==> src/rtl/cbt_pkg.sv <==
package cbt_pkg;
  localparam int SEG_W = 3;
  localparam int SJW_W = 2;
  localparam int Q_W   = SEG_W + 2;

  typedef logic [Q_W-1:0] quanta_t;

  typedef enum logic [1:0] {
    SEG_SYNC = 2'd0,
    SEG_PROP = 2'd1,
    SEG_PH1  = 2'd2,
    SEG_PH2  = 2'd3
  } seg_t;

  function automatic quanta_t len_from_code(input logic [SEG_W-1:0] code);
    return quanta_t'(code) + quanta_t'(1);
  endfunction

  function automatic quanta_t ph2_from_code(input logic [SEG_W-1:0] code);
    return (code == '0) ? quanta_t'(2) : quanta_t'(code) + quanta_t'(1);
  endfunction

  function automatic quanta_t sjw_from_code(input logic [SJW_W-1:0] code);
    return quanta_t'(code) + quanta_t'(1);
  endfunction

  function automatic quanta_t cap(input quanta_t a, input quanta_t b);
    return (a < b) ? a : b;
  endfunction
endpackage

==> src/rtl/cbt_tq_divider.sv <==
module cbt_tq_divider #(
  parameter int BRP_W = 6
) (
  input  logic             clk,
  input  logic             rst_n,
  input  logic [BRP_W-1:0] div_code,
  input  logic             restart,
  output logic             tq_tick
);
  logic [BRP_W-1:0] cnt_q;

  assign tq_tick = (cnt_q >= div_code);

  always_ff @(posedge clk) begin
    if (!rst_n)             cnt_q <= '0;
    else if (restart)       cnt_q <= '0;
    else if (tq_tick)       cnt_q <= '0;
    else                    cnt_q <= cnt_q + 1'b1;
  end

  AST_TQ_SPACING: assert property (@(posedge clk) disable iff (!rst_n)
    (tq_tick && div_code != '0 && !restart) |=> !tq_tick);
endmodule

==> src/rtl/cbt_edge_detect.sv <==
module cbt_edge_detect (
  input  logic clk,
  input  logic rst_n,
  input  logic rx_bit,
  output logic edge_fall
);
  logic rx_prev_q;

  assign edge_fall = rx_prev_q & ~rx_bit;

  always_ff @(posedge clk) begin
    if (!rst_n) rx_prev_q <= 1'b1;
    else        rx_prev_q <= rx_bit;
  end

  AST_EDGE_SINGLE: assert property (@(posedge clk) disable iff (!rst_n)
    edge_fall |=> !edge_fall);
endmodule

==> src/rtl/cbt_segment_fsm.sv <==
module cbt_segment_fsm
  import cbt_pkg::*;
(
  input  logic             clk,
  input  logic             rst_n,
  input  logic             tq_tick,
  input  logic             edge_fall,
  input  logic             bus_idle,
  input  logic             tx_bit,
  input  logic [SEG_W-1:0] prop_code,
  input  logic [SEG_W-1:0] ph1_code,
  input  logic [SEG_W-1:0] ph2_code,
  input  logic [SJW_W-1:0] sjw_code,
  output logic             hard_sync,
  output logic             resync_evt,
  output logic             sample_evt,
  output logic             tx_evt
);
  seg_t    seg_q;
  quanta_t qcnt_q, ext_q, shr_q;
  logic    synced_q;

  quanta_t prop_q, ph1_q, ph2_q, sjw_q;
  quanta_t late_e, early_rem, ext_eff, shr_eff, seg_len;
  logic    late, early, last_q, tx_nat;
  seg_t    seg_next;

  assign prop_q = len_from_code(prop_code);
  assign ph1_q  = len_from_code(ph1_code);
  assign ph2_q  = ph2_from_code(ph2_code);
  assign sjw_q  = sjw_from_code(sjw_code);

  assign hard_sync  = edge_fall && bus_idle && !synced_q;
  assign resync_evt = edge_fall && !bus_idle && tx_bit && !synced_q && (seg_q != SEG_SYNC);
  assign late       = resync_evt && (seg_q == SEG_PROP || seg_q == SEG_PH1);
  assign early      = resync_evt && (seg_q == SEG_PH2);

  assign late_e    = (seg_q == SEG_PROP) ? qcnt_q + quanta_t'(1)
                                         : prop_q + qcnt_q + quanta_t'(1);
  assign early_rem = ph2_q - quanta_t'(1) - qcnt_q;
  assign ext_eff   = late  ? cap(late_e, sjw_q)    : ext_q;
  assign shr_eff   = early ? cap(early_rem, sjw_q) : shr_q;

  always_comb begin
    case (seg_q)
      SEG_SYNC: begin seg_len = quanta_t'(1);      seg_next = SEG_PROP; end
      SEG_PROP: begin seg_len = prop_q;            seg_next = SEG_PH1;  end
      SEG_PH1:  begin seg_len = ph1_q + ext_eff;   seg_next = SEG_PH2;  end
      default:  begin seg_len = ph2_q - shr_eff;   seg_next = SEG_SYNC; end
    endcase
  end

  assign last_q     = (qcnt_q == seg_len - quanta_t'(1));
  assign sample_evt = !hard_sync && tq_tick && last_q && (seg_q == SEG_PH1);
  assign tx_nat     = !hard_sync && tq_tick && last_q && (seg_q == SEG_PH2);
  assign tx_evt     = tx_nat || hard_sync;

  always_ff @(posedge clk) begin
    if (!rst_n) begin
      seg_q    <= SEG_SYNC;
      qcnt_q   <= '0;
      ext_q    <= '0;
      shr_q    <= '0;
      synced_q <= 1'b0;
    end else if (hard_sync) begin
      seg_q    <= SEG_SYNC;
      qcnt_q   <= '0;
      ext_q    <= '0;
      shr_q    <= '0;
      synced_q <= 1'b1;
    end else begin
      if (tq_tick) begin
        if (last_q) begin
          seg_q  <= seg_next;
          qcnt_q <= '0;
        end else begin
          qcnt_q <= qcnt_q + quanta_t'(1);
        end
      end
      ext_q    <= tx_nat ? '0 : ext_eff;
      shr_q    <= tx_nat ? '0 : shr_eff;
      synced_q <= tx_nat ? 1'b0 : (synced_q | resync_evt);
    end
  end

  AST_EXT_CAP: assert property (@(posedge clk) disable iff (!rst_n)
    ext_q <= sjw_q);
  AST_SHR_CAP: assert property (@(posedge clk) disable iff (!rst_n)
    shr_q <= sjw_q);
  AST_SAMPLE_TO_PH2: assert property (@(posedge clk) disable iff (!rst_n)
    sample_evt |=> seg_q == SEG_PH2);
  AST_TX_TO_SYNC: assert property (@(posedge clk) disable iff (!rst_n)
    tx_evt |=> (seg_q == SEG_SYNC && qcnt_q == '0));
  AST_OWN_TX_IGNORED: assert property (@(posedge clk) disable iff (!rst_n)
    (edge_fall && !tx_bit) |-> !resync_evt);
  AST_ONE_SYNC: assert property (@(posedge clk) disable iff (!rst_n)
    (synced_q && !tx_evt) |=> (ext_q == $past(ext_q) && shr_q == $past(shr_q)));
endmodule

==> src/rtl/can_bit_timing.sv <==
module can_bit_timing
  import cbt_pkg::*;
#(
  parameter int BRP_W = 6
) (
  input  logic             clk,
  input  logic             rst_n,
  input  logic [BRP_W-1:0] tq_div,
  input  logic [SEG_W-1:0] prop_len,
  input  logic [SEG_W-1:0] ph1_len,
  input  logic [SEG_W-1:0] ph2_len,
  input  logic [SJW_W-1:0] sjw_len,
  input  logic             rx_bit,
  input  logic             tx_bit,
  input  logic             bus_idle,
  output logic             sample_bit,
  output logic             sample_stb,
  output logic             tx_stb,
  output logic             bit_err
);
  logic tq_tick, edge_fall, hard_sync, resync_evt, sample_evt, tx_evt;

  cbt_tq_divider #(.BRP_W(BRP_W)) u_div (
    .clk(clk), .rst_n(rst_n), .div_code(tq_div),
    .restart(hard_sync), .tq_tick(tq_tick)
  );

  cbt_edge_detect u_edge (
    .clk(clk), .rst_n(rst_n), .rx_bit(rx_bit), .edge_fall(edge_fall)
  );

  cbt_segment_fsm u_fsm (
    .clk(clk), .rst_n(rst_n), .tq_tick(tq_tick), .edge_fall(edge_fall),
    .bus_idle(bus_idle), .tx_bit(tx_bit),
    .prop_code(prop_len), .ph1_code(ph1_len), .ph2_code(ph2_len), .sjw_code(sjw_len),
    .hard_sync(hard_sync), .resync_evt(resync_evt),
    .sample_evt(sample_evt), .tx_evt(tx_evt)
  );

  always_ff @(posedge clk) begin
    if (!rst_n) begin
      sample_bit <= 1'b1;
      sample_stb <= 1'b0;
      tx_stb     <= 1'b0;
      bit_err    <= 1'b0;
    end else begin
      sample_stb <= sample_evt;
      tx_stb     <= tx_evt;
      if (sample_evt) begin
        sample_bit <= rx_bit;
        bit_err    <= (rx_bit != tx_bit);
      end
    end
  end

  AST_STROBE_EXCL: assert property (@(posedge clk) disable iff (!rst_n)
    !(sample_stb && tx_stb));
  AST_ERR_MATCH: assert property (@(posedge clk) disable iff (!rst_n)
    sample_stb |-> (bit_err == (sample_bit != $past(tx_bit))));
  AST_RESYNC_NOT_IDLE: assert property (@(posedge clk) disable iff (!rst_n)
    resync_evt |-> !bus_idle);
endmodule

==> config.mk <==
export PLATFORM = sky130hd
export DESIGN_NAME = can_bit_timing
export DESIGN_NICKNAME = d
export VERILOG_FILES = /design/src/rtl/cbt_pkg.sv /design/src/rtl/cbt_tq_divider.sv /design/src/rtl/cbt_edge_detect.sv /design/src/rtl/cbt_segment_fsm.sv /design/src/rtl/can_bit_timing.sv
export SDC_FILE = /design/constraint.sdc
export NUM_CORES = 1
export LEC_CHECK = 0
export ABC_AREA = 1
export BUFFER_PORTS_ARGS = -buffer_cell sky130_fd_sc_hd__buf_2
export CAP_MARGIN = 25
export CORE_ASPECT_RATIO = 0.6
export CORE_MARGIN = 8
export CORE_UTILIZATION = 40
export CTS_CLUSTER_SIZE = 24
export DETAILED_ROUTE_END_ITERATION = 8
export PLACE_DENSITY = 0.55
export SLEW_MARGIN = 20
export SYNTH_ARGS = -nofsm -noshare
export SYNTH_HDL_FRONTEND = slang
export SYNTH_SLANG_ARGS = --single-unit
==> constraint.sdc <==
create_clock -name clk -period 6.7 [get_ports clk]
set_clock_uncertainty 0.15 [all_clocks]
set_input_delay 0.67 -clock clk [delete_from_list [all_inputs] [get_ports clk]]
set_output_delay 0.67 -clock clk [all_outputs]
set_load 0.005 [all_outputs]
==> impl_metrics.json, run 1 <==
{
  "finalSetupTns_ns": 0,
  "dpl.cell_count": 493,
  "cp-end-kind": "flip-flop",
  "port_buffers": 25,
  "post_cts_buffers": 0,
  "required_ns": 6.72,
  "place.detailed.hpwl_um": 5460,
  "drv_cap": 0,
  "outcome": "finished clean",
  "cp.arrival_ns": 5.70,
  "r2r_slack_ns": 1.08,
  "dpl_cell_area_mm2": 0.00285,
  "ant_nets": 0,
  "grt_antenna_before_repair": 0,
  "fin_util": 0.450,
  "die_x_um": 121,
  "cts_tree": "built",
  "ys_seq_elements": 29,
  "wire_per_inst_um": 13.1,
  "clock_sinks": 29,
  "initial_core_util": 0.404,
  "mostFrequentLayoutCell": "nand2_1",
  "first_global_vias": 2262,
  "drv_slew": 0,
  "r2r-start": "u_fsm.qcnt_q[0]",
  "routed_wl_um": 6540,
  "synth_cell_type_count": 36,
  "antennaDiodeCount": 0,
  "drtIter0Drc": 165,
  "final_nets": 478,
  "gp_congestion": 0.848,
  "min_from": "bit_err",
  "drt_pass1_iterations": 4,
  "p_per_area_mw_per_mm2": 166,
  "setup_violations": 0,
  "via_per_inst": 4.85,
  "finalCritPeriodShare": 0.848,
  "peakVddDrop_mv": 0.105,
  "fp.dieArea_mm2": 0.00954,
  "grt_usage": 0.146,
  "synth_ff_type": "dfxtp_1",
  "worstMarginPinSlew_ns": 0.616,
  "io_pins": 26,
  "path_max_fanout": 10,
  "grt_pass1_wl_um": 11100,
  "htree_levels": 2,
  "layout_setup_ws_ns": 1.02,
  "grt.overflow.total": 0,
  "max_clock_freq_mhz": 176,
  "drive_gt1_frac": 0.119,
  "row_count": 23,
  "crit_path_start_kind": "input pin",
  "crit_type": "in -> reg",
  "synthArstFlopShare": 0,
  "cts_buffers": 5,
  "max_stage_delay_ns": 0.55,
  "cts_buffer_depth": 2,
  "synth.avg_cell_area_um2": 6.87,
  "relSlewSlack": 0.588,
  "cts_resized": 0,
  "hold_viol": 0,
  "whs_path_depth": 2,
  "hold_path_end": "bit_err",
  "core_area_mm2": 0.00653,
  "synth_seq_area_share": 0.220,
  "cts_hold_buf": 0,
  "synthesis.nets": 449,
  "clk_pin_slew_worst_paths_ns": 0.07,
  "p_leak_nw": 1.50,
  "vias": 2426,
  "syn-cell-area_mm2": 0.00264,
  "finalNonFillerCells": 500,
  "pre_cts_slack_ns": 0.785,
  "rr_worst_depth": 30,
  "rsz0062_at_grt": "false",
  "clk_latency_ns": 0.29,
  "area_growth_pct": 11.5,
  "synth_edf_count": 0,
  "drcViolationCount": 0,
  "grt_max_degree": 14,
  "worstReg2RegEnd": "u_fsm.ext_q[1]",
  "syn_inst": 384,
  "min_period_ns": 5.68,
  "hp-class": "reg -> reg",
  "cp_slowest_cell": "fa_1",
  "final_cell_mix": "81 x nand2_1, 64 x inv_1, 39 x ha_1",
  "cts-root-buf": "clkbuf_8",
  "final_area_mm2": 0.00294,
  "die_y_um": 78.9,
  "yosysWarningCount": 0
}
==> synth_stat cells, types with 2 or more instances <==
| library cell | n | area share |
|---|---|---|
| fa_1 | 4 | 0.030 |
| nor3_1 | 3 | 0.0057 |
| nor2_4 | 2 | 0.0085 |
| o21ai_0 | 14 | 0.027 |
| nand3_2 | 3 | 0.011 |
| nand4_1 | 5 | 0.012 |
| a31oi_1 | 2 | 0.0047 |
| nand2_2 | 3 | 0.0071 |
| a21oi_2 | 2 | 0.0066 |
| xor2_1 | 11 | 0.037 |
| inv_1 | 64 | 0.091 |
| nand3_1 | 33 | 0.063 |
| nand2_1 | 81 | 0.12 |
| a21oi_1 | 25 | 0.047 |
| nor2_1 | 34 | 0.048 |
| o22ai_1 | 4 | 0.0095 |
| buf_4 | 2 | 0.0057 |
| ha_1 | 39 | 0.18 |
| xnor2_1 | 6 | 0.020 |
| dfxtp_1 | 29 | 0.22 |
| inv_2 | 3 | 0.0043 |
==> per-stage QoR <==
| step | power (mW) | hold slack (ns) |
|---|---|---|
| after floorplan | 0.298 | 0.283 |
| after global placement | 0.337 | 0.293 |
| after detailed placement | 0.339 | 0.300 |
| after CTS | 0.493 | 0.314 |
| after global routing | 0.524 | 0.325 |
| final | 0.488 | 0.311 |
==> critical path: cells and delay by family <==
kind            cells  cell delay (ns)
buf+inv             2             0.20
fa+ha+maj           6             2.14
compound gates      9             1.32
xor+xnor            1             0.12
simple gates       11             1.25
==> report_power, final <==
part | switching (mW) | internal, mW | leakage, nW | total (mW)
Clock | 0.0704 | 0.0811 | 0.0433 | 0.152
Combinational | 0.0972 | 0.0583 | 1.22 | 0.155
Sequential | 0.00414 | 0.177 | 0.235 | 0.181
==> flip-flops by register name (all words and copies together) (netlist names) <==
register,count
sample_stb,1
u_fsm.shr_q,5
u_fsm.ext_q,5
u_fsm.synced_q,1
bit_err,1
sample_bit,1
u_div.cnt_q,6
tx_stb,1
u_fsm.qcnt_q,5
u_fsm.seg_q,2
u_edge.rx_prev_q,1
==> how the worst max path moves through the flow <==
stage | from | endpoint | slack (ns) | depth (start not counted)
after global routing | ph2_len[0] | u_fsm.seg_q[0] | 0.45 | 35
after global placement | prop_len[0] | u_fsm.ext_q[0] | 0.79 | 29
after floorplan | ph2_len[0] | u_fsm.ext_q[0] | 1.53 | 34
after CTS | prop_len[0] | u_fsm.shr_q[0] | 1.07 | 29
final | prop_len[0] | u_fsm.ext_q[1] | 1.02 | 29
after detailed placement | ph2_len[0] | u_fsm.ext_q[0] | 0.78 | 35
==> cell type report <==
type / count / area [um2]
clock inverters: 1 / 7.51
well taps: 87 / 109
fillers: 676 / 3590
inverters: 68 / 255
flip-flops and latches: 29 / 581
repair buffers: 25 / 125
multi-input cells: 284 / 1780
clock buffers: 6 / 82.6
==> per-layer routing <==
| metal | global-route usage | wire length, um |
|---|---|---|
| met1 | 0.223 | 3640 |
| met3 | 0.0382 | 410 |
| met5 | 0 | 0 |
| met2 | 0.195 | 2470 |
| met4 | 0.0297 | 21 |
==> cells by family after synthesis <==
| group | synth area share |
|---|---|
| simple gates | 0.295 |
| buf+inv | 0.104 |
| compound gates | 0.109 |
| fa+ha+maj | 0.215 |
| flops | 0.220 |
| xor+xnor | 0.0564 |
Power figures use the tool's default switching activity.
==> inputs of run 2 (changes only) <==
- clock period: 6.7 -> 5.61 ns (I/O delays scaled with it)
==> run 2 against run 1 <==
  * First-iteration DRC count is 32% lower
  * Register-to-register slack worse by 0.68 ns
  * Sequential power is 20% higher
  * Final area is 7.7% higher
  * Largest cell class unchanged
  * Global-route usage is 0.49 points lower
  * Wire length is 1.3% higher
  * Non-clock buffer count is 18 higher
  * Hold slack worse by 0.00056 ns
  * Highest routed layer unchanged
  * Critical path depth is 5 higher
==> impl_metrics.json, run 2 (same netlist as run 1, synthesis figures left out) <==
{
  "first_global_vias": 2255,
  "max_clock_freq_mhz": 189,
  "hp-class": "reg -> reg",
  "drt_pass1_iterations": 4,
  "setup_violations": 0,
  "final_cell_mix": "78 x nand2_1, 63 x inv_1, 37 x ha_1",
  "clk_pin_slew_worst_paths_ns": 0.07,
  "antennaDiodeCount": 0,
  "cp_slowest_cell": "fa_1",
  "clock_sinks": 29,
  "initial_core_util": 0.404,
  "grt_usage": 0.141,
  "fp.dieArea_mm2": 0.00954,
  "crit_path_start_kind": "input pin",
  "drcViolationCount": 0,
  "drv_slew": 0,
  "fin_util": 0.485,
  "required_ns": 5.64,
  "crit_type": "in -> reg",
  "drv_cap": 0,
  "finalCritPeriodShare": 0.944,
  "die_x_um": 121,
  "gp_congestion": 0.854,
  "cp-end-kind": "flip-flop",
  "largest_reg_flops": 6,
  "routed_wl_um": 6620,
  "min_period_ns": 5.30,
  "use_met1": 0.218,
  "finalSetupTns_ns": 0,
  "hold_viol": 0,
  "grt.overflow.total": 0,
  "worstMarginPinSlew_ns": 0.656,
  "path_max_fanout": 7,
  "gr-usage-met3": 0.0318,
  "vias": 2480,
  "htree_levels": 2,
  "core_area_mm2": 0.00653,
  "cp.arrival_ns": 5.32,
  "cts_buffers": 5,
  "io_pins": 26,
  "wire_per_inst_um": 12.7,
  "cts_tree": "built",
  "mostFrequentLayoutCell": "nand2_1",
  "use_met2": 0.189,
  "place.detailed.hpwl_um": 5510,
  "busiest_layer": "met1",
  "p_total_mw": 0.665,
  "peakVddDrop_mv": 0.129,
  "area_growth_pct": 20.1,
  "max_stage_delay_ns": 0.51,
  "die_y_um": 78.9,
  "grt_antenna_before_repair": 0,
  "row_count": 23,
  "p_leak_nw": 1.61,
  "cts_buffer_depth": 2,
  "final_nets": 497,
  "outcome": "finished clean",
  "port_buffers": 25,
  "cts-root-buf": "clkbuf_8",
  "p_per_area_mw_per_mm2": 210,
  "grt_max_degree": 11,
  "drive_gt1_frac": 0.185,
  "relSlewSlack": 0.561,
  "whs_ns": 0.310,
  "drtIter0Drc": 112,
  "regMostFlops": "u_div.cnt_q",
  "via_per_inst": 4.77,
  "ant_nets": 0,
  "clk_latency_ns": 0.29,
  "grt_pass1_wl_um": 10800
}
-- run 2: per-stage QoR --
step / cells / setup WS, ns / area (um2)
2_1_floorplan: 384 / 0.548 / 2640
3_3_place_gp: 506 / 0.00164 / 2950
3_5_place_dp: 506 / -0.176 / 2950
4_1_cts: 514 / 0.0912 / 3070
5_1_grt: 520 / -0.0599 / 3170
6_report: 520 / 0.314 / 3170
-- run 2: worst max-delay path: cells and delay by family --
family | cells | cell delay, ns
AND/OR/NAND/NOR | 13 | 1.33
adder cells (fa/ha/maj) | 7 | 1.91
XOR/XNOR | 2 | 0.32
AO/OA/AOI/OAI | 6 | 0.74
buffers and inverters | 6 | 0.45
-- run 2: path summary, 6_finish.rpt --
| check | end | depth (start not counted) | slack (ns) | from |
|---|---|---|---|---|
| worst min register to register | u_fsm.ext_q[3] | 2 | 0.31 | u_fsm.ext_q[3] |
| worst min-delay path | u_fsm.ext_q[3] | 2 | 0.31 | u_fsm.ext_q[3] |
| worst max-delay path | u_fsm.shr_q[3] | 34 | 0.31 | ph2_len[0] |
| worst max register to register | u_fsm.shr_q[3] | 28 | 0.40 | u_fsm.qcnt_q[0] |
-- run 2: timing repair --
action | in CTS | in global routing
endpoints found under the setup margin | 0 | 22
resized for setup | 0 | 15
setup buffers | 0 | 5
hold buffers | 0 | 0
-- run 2: layout make-up --
type	count	area, um2
sequential	29	581
multi-input combinational	285	1840
tap	87	109
fill	687	3360
clock inverter	2	37.5
inverter	68	255
timing repair buffer	43	260
clock buffer	6	82.6
-- run 2: power breakdown --
| group | internal [mW] | total [mW] | switching (mW) |
|---|---|---|---|
| registers | 0.211 | 0.217 | 0.00566 |
| clock network | 0.144 | 0.232 | 0.0878 |
| logic | 0.0921 | 0.216 | 0.124 |
| total | 0.448 | 0.665 | 0.217 |
-- run 2: metal layers --
layer | part of all wire | wire length, um | vias up
li1 | - | - | 1331
met1 | 0.55 | 3630 | 1097
met2 | 0.38 | 2550 | 46
met3 | 0.059 | 393 | 6
met4 | 0.0069 | 46 | 0
met5 | 0 | 0 | -
==> inputs of run 3 (changes only) <==
- clock period: 5.61 -> 6.05 ns (I/O delays scaled with it)
==> run 3 against run 2 <==
  * Count of clock-buffer cells in the layout shrank 1
  * Register-to-register slack gained 0.17 ns
  * Via count shrank 1.1%
  * Final area shrank 6.6%
  * Sequential cell count is the same
  * Combinational power shrank 17%
  * Highest routed layer unchanged
  * Largest power group is now registers
==> impl_metrics.json, run 3 (same netlist as run 1, synthesis figures left out) <==
{
  "outcome": "finished clean",
  "regArea_um2": 581,
  "fp.dieArea_mm2": 0.00954,
  "required_ns": 6.06,
  "path_max_fanout": 10,
  "drcViolationCount": 0,
  "die_y_um": 78.9,
  "drtIter0Drc": 241,
  "finalCritPeriodShare": 0.931,
  "max_clock_freq_mhz": 178,
  "clock_power_share": 0.297,
  "final_cell_mix": "81 x nand2_1, 63 x inv_1, 39 x ha_1",
  "crit_buf_inv": 6,
  "die_x_um": 121,
  "grt.overflow.total": 0,
  "final_nets": 478,
  "relSlewSlack": 0.593,
  "htree_levels": 2,
  "first_global_vias": 2357,
  "cp_top_family": "adder cells",
  "row_count": 23,
  "p_int_mw": 0.343,
  "via_per_inst": 4.90,
  "cp-end-kind": "flip-flop",
  "finalSetupTns_ns": 0,
  "vias": 2453,
  "largest_reg_flops": 6,
  "cts_tree": "built",
  "hp-class": "reg -> reg",
  "peakVddDrop_mv": 0.113,
  "drt_pass1_iterations": 4,
  "regMostFlops": "u_div.cnt_q",
  "p_total_mw": 0.542,
  "port_buffers": 25,
  "crit_path_start_kind": "input pin",
  "clk_pin_slew_worst_paths_ns": 0.07,
  "wire_per_inst_um": 13.0,
  "hold_viol": 0,
  "drv_slew": 0,
  "worstMarginPinSlew_ns": 0.609,
  "nFillCells": 654,
  "crit_top_cell": "nand2_1",
  "place.detailed.hpwl_um": 5420,
  "multi_input_area_mm2": 0.00180,
  "cp.arrival_ns": 5.64,
  "grt_max_degree": 14,
  "core_area_mm2": 0.00653,
  "mostFrequentLayoutCell": "nand2_1",
  "cp_slowest_cell": "fa_1",
  "rsz0062_at_grt": "false",
  "grt_antenna_before_repair": 0,
  "cts_buffer_depth": 2,
  "setup_violations": 0,
  "ant_nets": 0,
  "crit_type": "in -> reg",
  "gp_congestion": 0.848,
  "p_leak_nw": 1.51,
  "initial_core_util": 0.404,
  "clk_latency_ns": 0.29,
  "p_switching_mw": 0.199,
  "area_growth_pct": 12.1,
  "grt_pass1_wl_um": 11300,
  "seq_power_share": 0.370,
  "clock_sinks": 29,
  "cts-root-buf": "clkbuf_8",
  "antennaDiodeCount": 0,
  "p_comb_frac": 0.332,
  "max_stage_delay_ns": 0.42,
  "swShare": 0.367,
  "p_per_area_mw_per_mm2": 183,
  "routed_wl_um": 6520,
  "io_pins": 26,
  "cts_buffers": 5,
  "grt_usage": 0.145,
  "drive_gt1_frac": 0.133,
  "min_period_ns": 5.63,
  "drv_cap": 0
}
run 3: per-stage QoR:
step | utilization | cell area, um2 | setup slack [ns] | hold slack, ns | instances
detailed placement | 0.437 | 2850 | 0.126 | 0.300 | 493
finish | 0.453 | 2960 | 0.417 | 0.311 | 501
CTS | 0.450 | 2940 | 0.393 | 0.315 | 501
global placement | 0.437 | 2850 | 0.200 | 0.293 | 493
global route | 0.453 | 2960 | 0.0125 | 0.336 | 501
floorplan | - | 2640 | 0.944 | 0.283 | 384
run 3: final timing paths:
path / from / endpoint / slack (ns) / cells after the start
setup / recovery: ph2_len[0] / u_fsm.ext_q[1] / 0.42 / 35
hold / removal: u_fsm.ext_q[3] / u_fsm.ext_q[3] / 0.31 / 2
setup reg to reg: u_fsm.qcnt_q[0] / u_fsm.ext_q[1] / 0.57 / 30
hold reg to reg: u_fsm.ext_q[3] / u_fsm.ext_q[3] / 0.31 / 2
run 3: cell type report:
class                      instances  share of cell area
inverter                          68              0.0863
clock inverter                     3             0.00592
tap                               87              0.0368
timing repair buffer              25              0.0423
multi-input combinational        284               0.609
clock buffer                       5              0.0233
sequential                        29               0.196
run 3: power groups by stage:
stage          clock network, mW  registers, mW  logic, mW
2_1_floorplan                  0          0.204      0.127
3_3_place_gp                   0          0.205      0.168
3_5_place_dp                   0          0.205      0.171
4_1_cts                    0.164          0.201      0.172
5_1_grt                    0.175          0.202      0.206
6_report                   0.161          0.201      0.180
run 3: repair_timing:
action                     CTS  global route
buffers inserted             0             0
setup endpoints to repair    0            22
gates resized for setup      0             6
hold buffers                 0             0
run 3: worst reg2reg max path, delay by kind of cell, from the launching register on:
| kind | cells | cell delay (ns) |
|---|---|---|
| buffers and inverters | 3 | 0.28 |
| and+or+nand+nor | 11 | 1.33 |
| AOI/OAI and AO/OA | 9 | 1.16 |
| DFF | 1 | 0.38 |
| adders and majority gates | 6 | 1.92 |
| xor gates and xnor gates | 1 | 0.12 |
run 3: routing by layer:
metal,wire [um],up-vias,global-route usage
met5,0,-,0
met4,26,0,0.0223
met3,458,4,0.0311
met2,2500,60,0.204
met1,3540,1098,0.220
li1,-,1291,-
